File: config.mk
export PLATFORM = sky130hd
export DESIGN_NAME = swb_host
export DESIGN_NICKNAME = d
export VERILOG_FILES = /design/src/rtl/swb_pkg.sv /design/src/rtl/swb_sync.sv /design/src/rtl/swb_tx_frame.sv /design/src/rtl/swb_rx_frame.sv /design/src/rtl/swb_host.sv
export SDC_FILE = /design/constraint.sdc
export NUM_CORES = 1
export LEC_CHECK = 0
export BUFFER_PORTS_ARGS = -buffer_cell sky130_fd_sc_hd__buf_2
export CORE_ASPECT_RATIO = 0.8
export CORE_MARGIN = 2
export CORE_UTILIZATION = 30
export CTS_CLUSTER_DIAMETER = 40
export CTS_CLUSTER_SIZE = 14
export DETAILED_ROUTE_END_ITERATION = 16
export HOLD_SLACK_MARGIN = 0.12
export SYNTH_ARGS = -nofsm -noshare
export SYNTH_HDL_FRONTEND = slang
export SYNTH_SLANG_ARGS = --single-unit
File: constraint.sdc
create_clock -name clk_i -period 2.4 [get_ports clk_i]
set_clock_uncertainty 0.05 [all_clocks]
set_input_delay 0.48 -clock clk_i [delete_from_list [all_inputs] [get_ports clk_i]]
set_output_delay 0.48 -clock clk_i [all_outputs]
set_load 0.01 [all_outputs]
File: src/rtl/swb_pkg.sv
package swb_pkg;
  localparam int unsigned ADDR_W = 7;
  localparam int unsigned BYTE_W = 8;

  typedef enum logic [2:0] {
    ST_IDLE,
    ST_BRK,
    ST_REC,
    ST_TX,
    ST_RX,
    ST_DONE
  } swb_state_e;

  // bit 7 = direction, 6:0 = register
  function automatic logic [BYTE_W-1:0] make_cmd(input logic wr, input logic [ADDR_W-1:0] addr);
    return {wr, addr};
  endfunction
endpackage

File: src/rtl/swb_sync.sv
module swb_sync #(
  parameter int unsigned STAGES = 2
) (
  input  logic clk_i,
  input  logic rst_ni,
  input  logic line_i,
  output logic line_o,
  output logic fall_o
);
  logic [STAGES-1:0] sync_q;
  logic              prev_q;

  always_ff @(posedge clk_i or negedge rst_ni) begin
    if (!rst_ni) begin
      sync_q <= '1;
      prev_q <= 1'b1;
    end else begin
      sync_q <= {sync_q[STAGES-2:0], line_i};
      prev_q <= sync_q[STAGES-1];
    end
  end

  assign line_o = sync_q[STAGES-1];
  assign fall_o = prev_q & ~sync_q[STAGES-1];
endmodule

File: src/rtl/swb_tx_frame.sv
module swb_tx_frame #(
  parameter int unsigned START_CYC = 50,
  parameter int unsigned STOP_CYC  = 145,
  parameter int unsigned CYCLE_CYC = 200
) (
  input  logic clk_i,
  input  logic rst_ni,
  input  logic run_i,
  input  logic bit_i,
  output logic low_o,
  output logic end_o
);
  localparam int unsigned CW = $clog2(CYCLE_CYC);
  localparam logic [CW-1:0] START_C = CW'(START_CYC);
  localparam logic [CW-1:0] STOP_C  = CW'(STOP_CYC);
  localparam logic [CW-1:0] LAST_C  = CW'(CYCLE_CYC - 1);

  logic [CW-1:0] cnt_q;

  always_ff @(posedge clk_i or negedge rst_ni) begin
    if (!rst_ni)                cnt_q <= '0;
    else if (!run_i || end_o)   cnt_q <= '0;
    else                        cnt_q <= cnt_q + 1'b1;
  end

  assign end_o = run_i && (cnt_q == LAST_C);
  // start phase always low; a zero stays low up to the stop point
  assign low_o = run_i && ((cnt_q < START_C) || (!bit_i && (cnt_q < STOP_C)));
endmodule

File: src/rtl/swb_rx_frame.sv
module swb_rx_frame #(
  parameter int unsigned SMP_CYC = 120,
  parameter int unsigned TO_CYC  = 1000
) (
  input  logic clk_i,
  input  logic rst_ni,
  input  logic run_i,
  input  logic fall_i,
  output logic smp_o,
  output logic to_o
);
  localparam int unsigned MAXC = (TO_CYC > SMP_CYC) ? TO_CYC : SMP_CYC;
  localparam int unsigned CW   = $clog2(MAXC + 1);
  localparam logic [CW-1:0] SMP_C = CW'(SMP_CYC - 1);
  localparam logic [CW-1:0] TO_C  = CW'(TO_CYC - 1);

  logic          wait_q;
  logic [CW-1:0] cnt_q;

  always_ff @(posedge clk_i or negedge rst_ni) begin
    if (!rst_ni) begin
      wait_q <= 1'b1;
      cnt_q  <= '0;
    end else if (!run_i) begin
      wait_q <= 1'b1;
      cnt_q  <= '0;
    end else if (wait_q) begin
      if (fall_i) begin
        wait_q <= 1'b0;
        cnt_q  <= '0;
      end else if (to_o) begin
        cnt_q  <= '0;
      end else begin
        cnt_q  <= cnt_q + 1'b1;
      end
    end else if (smp_o) begin
      wait_q <= 1'b1;
      cnt_q  <= '0;
    end else begin
      cnt_q  <= cnt_q + 1'b1;
    end
  end

  assign to_o  = run_i && wait_q && !fall_i && (cnt_q == TO_C);
  assign smp_o = run_i && !wait_q && (cnt_q == SMP_C);
endmodule

File: src/rtl/swb_host.sv
module swb_host
  import swb_pkg::*;
#(
  parameter int unsigned BRK_CYC     = 190,
  parameter int unsigned REC_CYC     = 40,
  parameter int unsigned START_CYC   = 50,
  parameter int unsigned STOP_CYC    = 145,
  parameter int unsigned CYCLE_CYC   = 200,
  parameter int unsigned SMP_CYC     = 120,
  parameter int unsigned TO_CYC      = 1000,
  parameter int unsigned SYNC_STAGES = 2
) (
  input  logic              clk_i,
  input  logic              rst_ni,
  input  logic              start_i,
  input  logic              wr_i,
  input  logic [ADDR_W-1:0] addr_i,
  input  logic [BYTE_W-1:0] wdata_i,
  input  logic              brk_i,
  input  logic              line_i,
  output logic              line_drv_no,
  output logic              busy_o,
  output logic              done_o,
  output logic [BYTE_W-1:0] rdata_o,
  output logic              timeout_o
);
  localparam int unsigned MAXB = (BRK_CYC > REC_CYC) ? BRK_CYC : REC_CYC;
  localparam int unsigned BW   = $clog2(MAXB);
  localparam logic [BW-1:0] BRK_C = BW'(BRK_CYC - 1);
  localparam logic [BW-1:0] REC_C = BW'(REC_CYC - 1);
  localparam int unsigned NW   = $clog2(2 * BYTE_W);
  localparam logic [NW-1:0] LAST_WR = NW'(2 * BYTE_W - 1);
  localparam logic [NW-1:0] LAST_RD = NW'(BYTE_W - 1);

  swb_state_e              st_q;
  logic [BW-1:0]           tmr_q;
  logic [2*BYTE_W-1:0]     tx_sh_q;
  logic [BYTE_W-2:0]       rx_sh_q;
  logic [NW-1:0]           bit_cnt_q;
  logic                    wr_q;
  logic                    need_brk_q;
  logic                    to_q;
  logic [BYTE_W-1:0]       rdata_q;

  logic line_s, fall_s;
  logic tx_low, tx_end;
  logic rx_smp, rx_to;

  swb_sync #(.STAGES(SYNC_STAGES)) u_sync (
    .clk_i  (clk_i),
    .rst_ni (rst_ni),
    .line_i (line_i),
    .line_o (line_s),
    .fall_o (fall_s)
  );

  swb_tx_frame #(
    .START_CYC (START_CYC),
    .STOP_CYC  (STOP_CYC),
    .CYCLE_CYC (CYCLE_CYC)
  ) u_tx (
    .clk_i  (clk_i),
    .rst_ni (rst_ni),
    .run_i  (st_q == ST_TX),
    .bit_i  (tx_sh_q[0]),
    .low_o  (tx_low),
    .end_o  (tx_end)
  );

  swb_rx_frame #(
    .SMP_CYC (SMP_CYC),
    .TO_CYC  (TO_CYC)
  ) u_rx (
    .clk_i  (clk_i),
    .rst_ni (rst_ni),
    .run_i  (st_q == ST_RX),
    .fall_i (fall_s),
    .smp_o  (rx_smp),
    .to_o   (rx_to)
  );

  always_ff @(posedge clk_i or negedge rst_ni) begin
    if (!rst_ni) begin
      st_q       <= ST_IDLE;
      tmr_q      <= '0;
      tx_sh_q    <= '0;
      rx_sh_q    <= '0;
      bit_cnt_q  <= '0;
      wr_q       <= 1'b0;
      need_brk_q <= 1'b1;
      to_q       <= 1'b0;
      rdata_q    <= '0;
    end else begin
      unique case (st_q)
        ST_IDLE: begin
          if (start_i) begin
            tx_sh_q   <= {wdata_i, make_cmd(wr_i, addr_i)};
            wr_q      <= wr_i;
            bit_cnt_q <= '0;
            tmr_q     <= '0;
            to_q      <= 1'b0;
            st_q      <= (need_brk_q || brk_i) ? ST_BRK : ST_TX;
          end
        end
        ST_BRK: begin
          if (tmr_q == BRK_C) begin
            tmr_q      <= '0;
            need_brk_q <= 1'b0;
            st_q       <= ST_REC;
          end else begin
            tmr_q <= tmr_q + 1'b1;
          end
        end
        ST_REC: begin
          if (tmr_q == REC_C) begin
            tmr_q <= '0;
            st_q  <= ST_TX;
          end else begin
            tmr_q <= tmr_q + 1'b1;
          end
        end
        ST_TX: begin
          if (tx_end) begin
            tx_sh_q <= tx_sh_q >> 1;
            if (bit_cnt_q == (wr_q ? LAST_WR : LAST_RD)) begin
              bit_cnt_q <= '0;
              st_q      <= wr_q ? ST_DONE : ST_RX;
            end else begin
              bit_cnt_q <= bit_cnt_q + 1'b1;
            end
          end
        end
        ST_RX: begin
          if (rx_to) begin
            to_q       <= 1'b1;
            need_brk_q <= 1'b1;
            st_q       <= ST_DONE;
          end else if (rx_smp) begin
            rx_sh_q <= {line_s, rx_sh_q[BYTE_W-2:1]};
            if (bit_cnt_q == LAST_RD) begin
              rdata_q <= {line_s, rx_sh_q};
              st_q    <= ST_DONE;
            end else begin
              bit_cnt_q <= bit_cnt_q + 1'b1;
            end
          end
        end
        ST_DONE: st_q <= ST_IDLE;
        default: st_q <= ST_IDLE;
      endcase
    end
  end

  assign line_drv_no = !((st_q == ST_BRK) || tx_low);
  assign busy_o      = (st_q != ST_IDLE);
  assign done_o      = (st_q == ST_DONE);
  assign rdata_o     = rdata_q;
  assign timeout_o   = to_q;
endmodule

==> flow_summary_export.csv <==
group,metric,value,unit
job,drv_cap,0,
min_path,min_from,"line_i",
final_layout,fin_cells,522,
clocking,cts_tree,"yes",
final_layout,insertedDiodeCount,0,
synthesis,yosys.area.top_type,"dfrtp_1",
critical_path,criticalPathCategory,"reg2reg",
critical_path,r2r-start,"u_rx.cnt_q[7]$_DFF_PN0_",
synthesis,yosysSeqAreaShare,51.7,%
sta,hold_viol,0,
synthesis,netlist.area_leader.share,47.9,%
die,die_y,99.9,um
synthesis,syn-mean-instance-area,10.6,um2
clocking,cts_buffers,9,
synthesis,yosysWarnings,0,
sta,timing.setup.tns,0,ns
routing,drc,0,
synthesis,synth_nets,352,
sta,max_slew_margin,27.5,%
final_layout,final_util,38.6,%
routing,wl_per_cell,13.3,um
place,dpl_cell_area,0.00386,mm2
critical_path,rr_worst_depth,6,
power,ir_worst_vdd,0.464,mV
global_route,grt_pass1_wl,11.7,mm
global_route,track_usage,12.2,%
die,core,0.0110,mm2
global_route,grt_antenna_before_repair,0,
routing,ant_nets,0,
global_route,met2_usage,16.7,%
synthesis,ys_async_sr_fraction,100,%
die,fp.dieW,124,um
power,cellPowerDensity,1090,mW/mm2
synthesis,synth-seq-cells,71,
synthesis,synth_ff_type,"dfrtp_1",
place,gp_congestion,0.830,
final_layout,final_area,0.00426,mm2
critical_path,rr_endpoint,"rdata_o[5]$_DFFE_PN0P_",
critical_path,r2r_slack,0.11,ns
global_route,grt.busiest_layer,"met1",
critical_path,cp_slowest_cell,"or4b_1",
critical_path,end_kind,"flop",
power,leakagePower,1.95,nW
critical_path,cp.arrival,2.46,ns
min_path,holdPathStages,1,
clocking,clk_path_buf_depth,2,
die,fp.dieArea,0.0124,mm2
critical_path,cp_slowest_stage_delay,0.54,ns
place,portBuffers,32,
die,top_level_ports,33,
sta,fin_crit_sh,95.4,%
sta,max_slew.worst_pin.slew,1.09,ns
global_route,grtUsageMet1,17.5,%
clocking,htreeDepth,3,
critical_path,crit_path_max_fanout,9,
synthesis,syn_inst,325,
clocking,clk_latency,0.34,ns
min_path,hp-class,"in2reg",
critical_path,path_depth,6,
global_route,grt_max_degree,72,
synthesis,syn_area,0.00345,mm2
clocking,cts_setup_buffers,0,
final_layout,fin_nets,400,
routing,drt-pass1-iter-count,5,
clocking,cts_num_sinks,71,
synthesis,ys_types,55,
sta,final_max_slew_viol_count,0,
clocking,root_buffer,"clkbuf_16",
routing,vias_per_cell,4.91,
sta,period_needed,2.29,ns
sta,finalSetupViolCount,0,
sta,fmax,437,MHz
critical_path,start_kind,"flop",
die,start_util,31.3,%
final_layout,syn_to_final_growth,23.5,%
clocking,clk_pin_slew,0.05,ns
routing,first_iter_violations,114,
critical_path,crit_buf_inv,1,
global_route,grtUsageMet3,4.49,%
die,num_rows,34,
synthesis,synth_edf_count,0,
sta,hold_ws,0.195,ns
place,post-place-cells,505,
critical_path,worstPathCellList,"or4b_1, nor3_2, nand2_4, or3_1, buf_4, mux2_4",
critical_path,cp_top_family,"simple AND/OR/NAND/NOR gates",
routing,dr_total_vias,2564,
global_route,grt_pass1_vias,2411,
final_layout,drive_gt1_share,24.1,%
run_status,status,"finished clean",
synthesis,synth_commonest_cells,"dfrtp_1 (66), nand2_1 (36), nor2_1 (29)",
min_path,holdPathEnd,"u_sync.sync_q[0]$_DFF_PN1_",
global_route,grt_overflow_total,0,
critical_path,required,2.57,ns
sta,rsz0062_at_grt,"false",
routing,drt_wl_total,6.93,mm
place,dp_hpwl,4.77,mm
synthesis,synth_most_common_cell,"dfrtp_1",
synthesis,synth.area.top_cells,"dfrtp_1 (48%), mux2i_1 (4.9%), nand2_1 (3.9%)",
==> per-layer routing <==
| metal | share of wire, % | up-vias |
|---|---|---|
| met5 | 0 | - |
| met2 | 42 | 53 |
| met1 | 51 | 1250 |
| met3 | 5.1 | 10 |
| li1 | - | 1251 |
| met4 | 1.5 | 0 |
==> how the worst max path moves through the flow <==
stage | endpoint | slack (ns) | startpoint
final | rdata_o[5]$_DFFE_PN0P_ | 0.11 | u_rx.cnt_q[7]$_DFF_PN0_
after global routing | tx_sh_q[4]$_DFFE_PN0P_ | 0.0006 | u_tx.cnt_q[0]$_DFF_PN0_
after CTS | rdata_o[7]$_DFFE_PN0P_ | 0.11 | u_rx.cnt_q[7]$_DFF_PN0_
after detailed placement | rdata_o[7]$_DFFE_PN0P_ | 0.11 | u_rx.cnt_q[7]$_DFF_PN0_
after global placement | rdata_o[2]$_DFFE_PN0P_ | 0.13 | u_rx.cnt_q[7]$_DFF_PN0_
after floorplan | rdata_o[0]$_DFFE_PN0P_ | 0.15 | u_rx.cnt_q[7]$_DFF_PN0_
==> where the power goes <==
group / internal [mW] / total (mW) / switching (mW) / leakage (nW)
clock: 1.18 / 1.69 / 0.509 / 0.182
combinational: 0.581 / 1.40 / 0.814 / 0.833
sequential: 1.42 / 1.57 / 0.152 / 0.939
==> state kept, by name, indices dropped and copies added, names as in the netlist, 3 cells and up <==
| name | count |
|---|---|
| rdata_o | 8 |
| st_q | 3 |
| tx_sh_q | 16 |
| u_tx.cnt_q | 8 |
| tmr_q | 8 |
| bit_cnt_q | 4 |
| u_rx.cnt_q | 10 |
| rx_sh_q | 7 |
==> layout make-up <==
| type | instances | area (um2) |
|---|---|---|
| Tap cell | 144 | 180 |
| Inverter | 12 | 45.0 |
| Sequential cell | 71 | 1780 |
| Timing Repair Buffer | 48 | 295 |
| Multi-Input combinational cell | 231 | 1570 |
| Clock buffer | 11 | 253 |
| Clock inverter | 5 | 128 |
| Fill cell | 1105 | 6760 |
==> cells in the final DEF, fill, tap and decap left out, types with 6 or more instances in the layout <==
master      n
mux2_2      8
nor2_1     29
dfrtp_1    66
nand2_1    35
clkbuf_16   9
a21oi_1    11
nand3_1     9
ha_1        6
inv_1      12
and3_1      8
o21ai_0    23
xnor2_1     8
mux2_4      8
xor2_1      7
buf_2      32
mux2i_1    17
buf_4      14
==> per-stage QoR <==
step / worst slack (ns) / total power [mW]
after floorplan: 0.153 / 2.53
after global placement: 0.128 / 2.94
after detailed placement: 0.113 / 2.99
after CTS: 0.107 / 4.70
after global routing: 0.000589 / 4.96
final: 0.110 / 4.65
==> timing repair <==
item	4_1_cts	5_1_grt
endpoints found under the setup margin	0	1
endpoints found under the hold margin	3	0
hold buffers	1	0
gates resized for setup	0	1
==> kinds of logic (layout without fill, tap and decap cells) <==
family,Yosys count,count (layout),share of synthesized area [%]
simple gates,114,114,16.7
flops,71,71,51.7
compound gates,63,63,11.8
mux,33,33,11.0
buf+inv,23,76,2.80
xor+xnor,15,15,3.81
fa+ha+maj,6,6,2.18
Note: power is estimated with default switching activity, not from simulation.
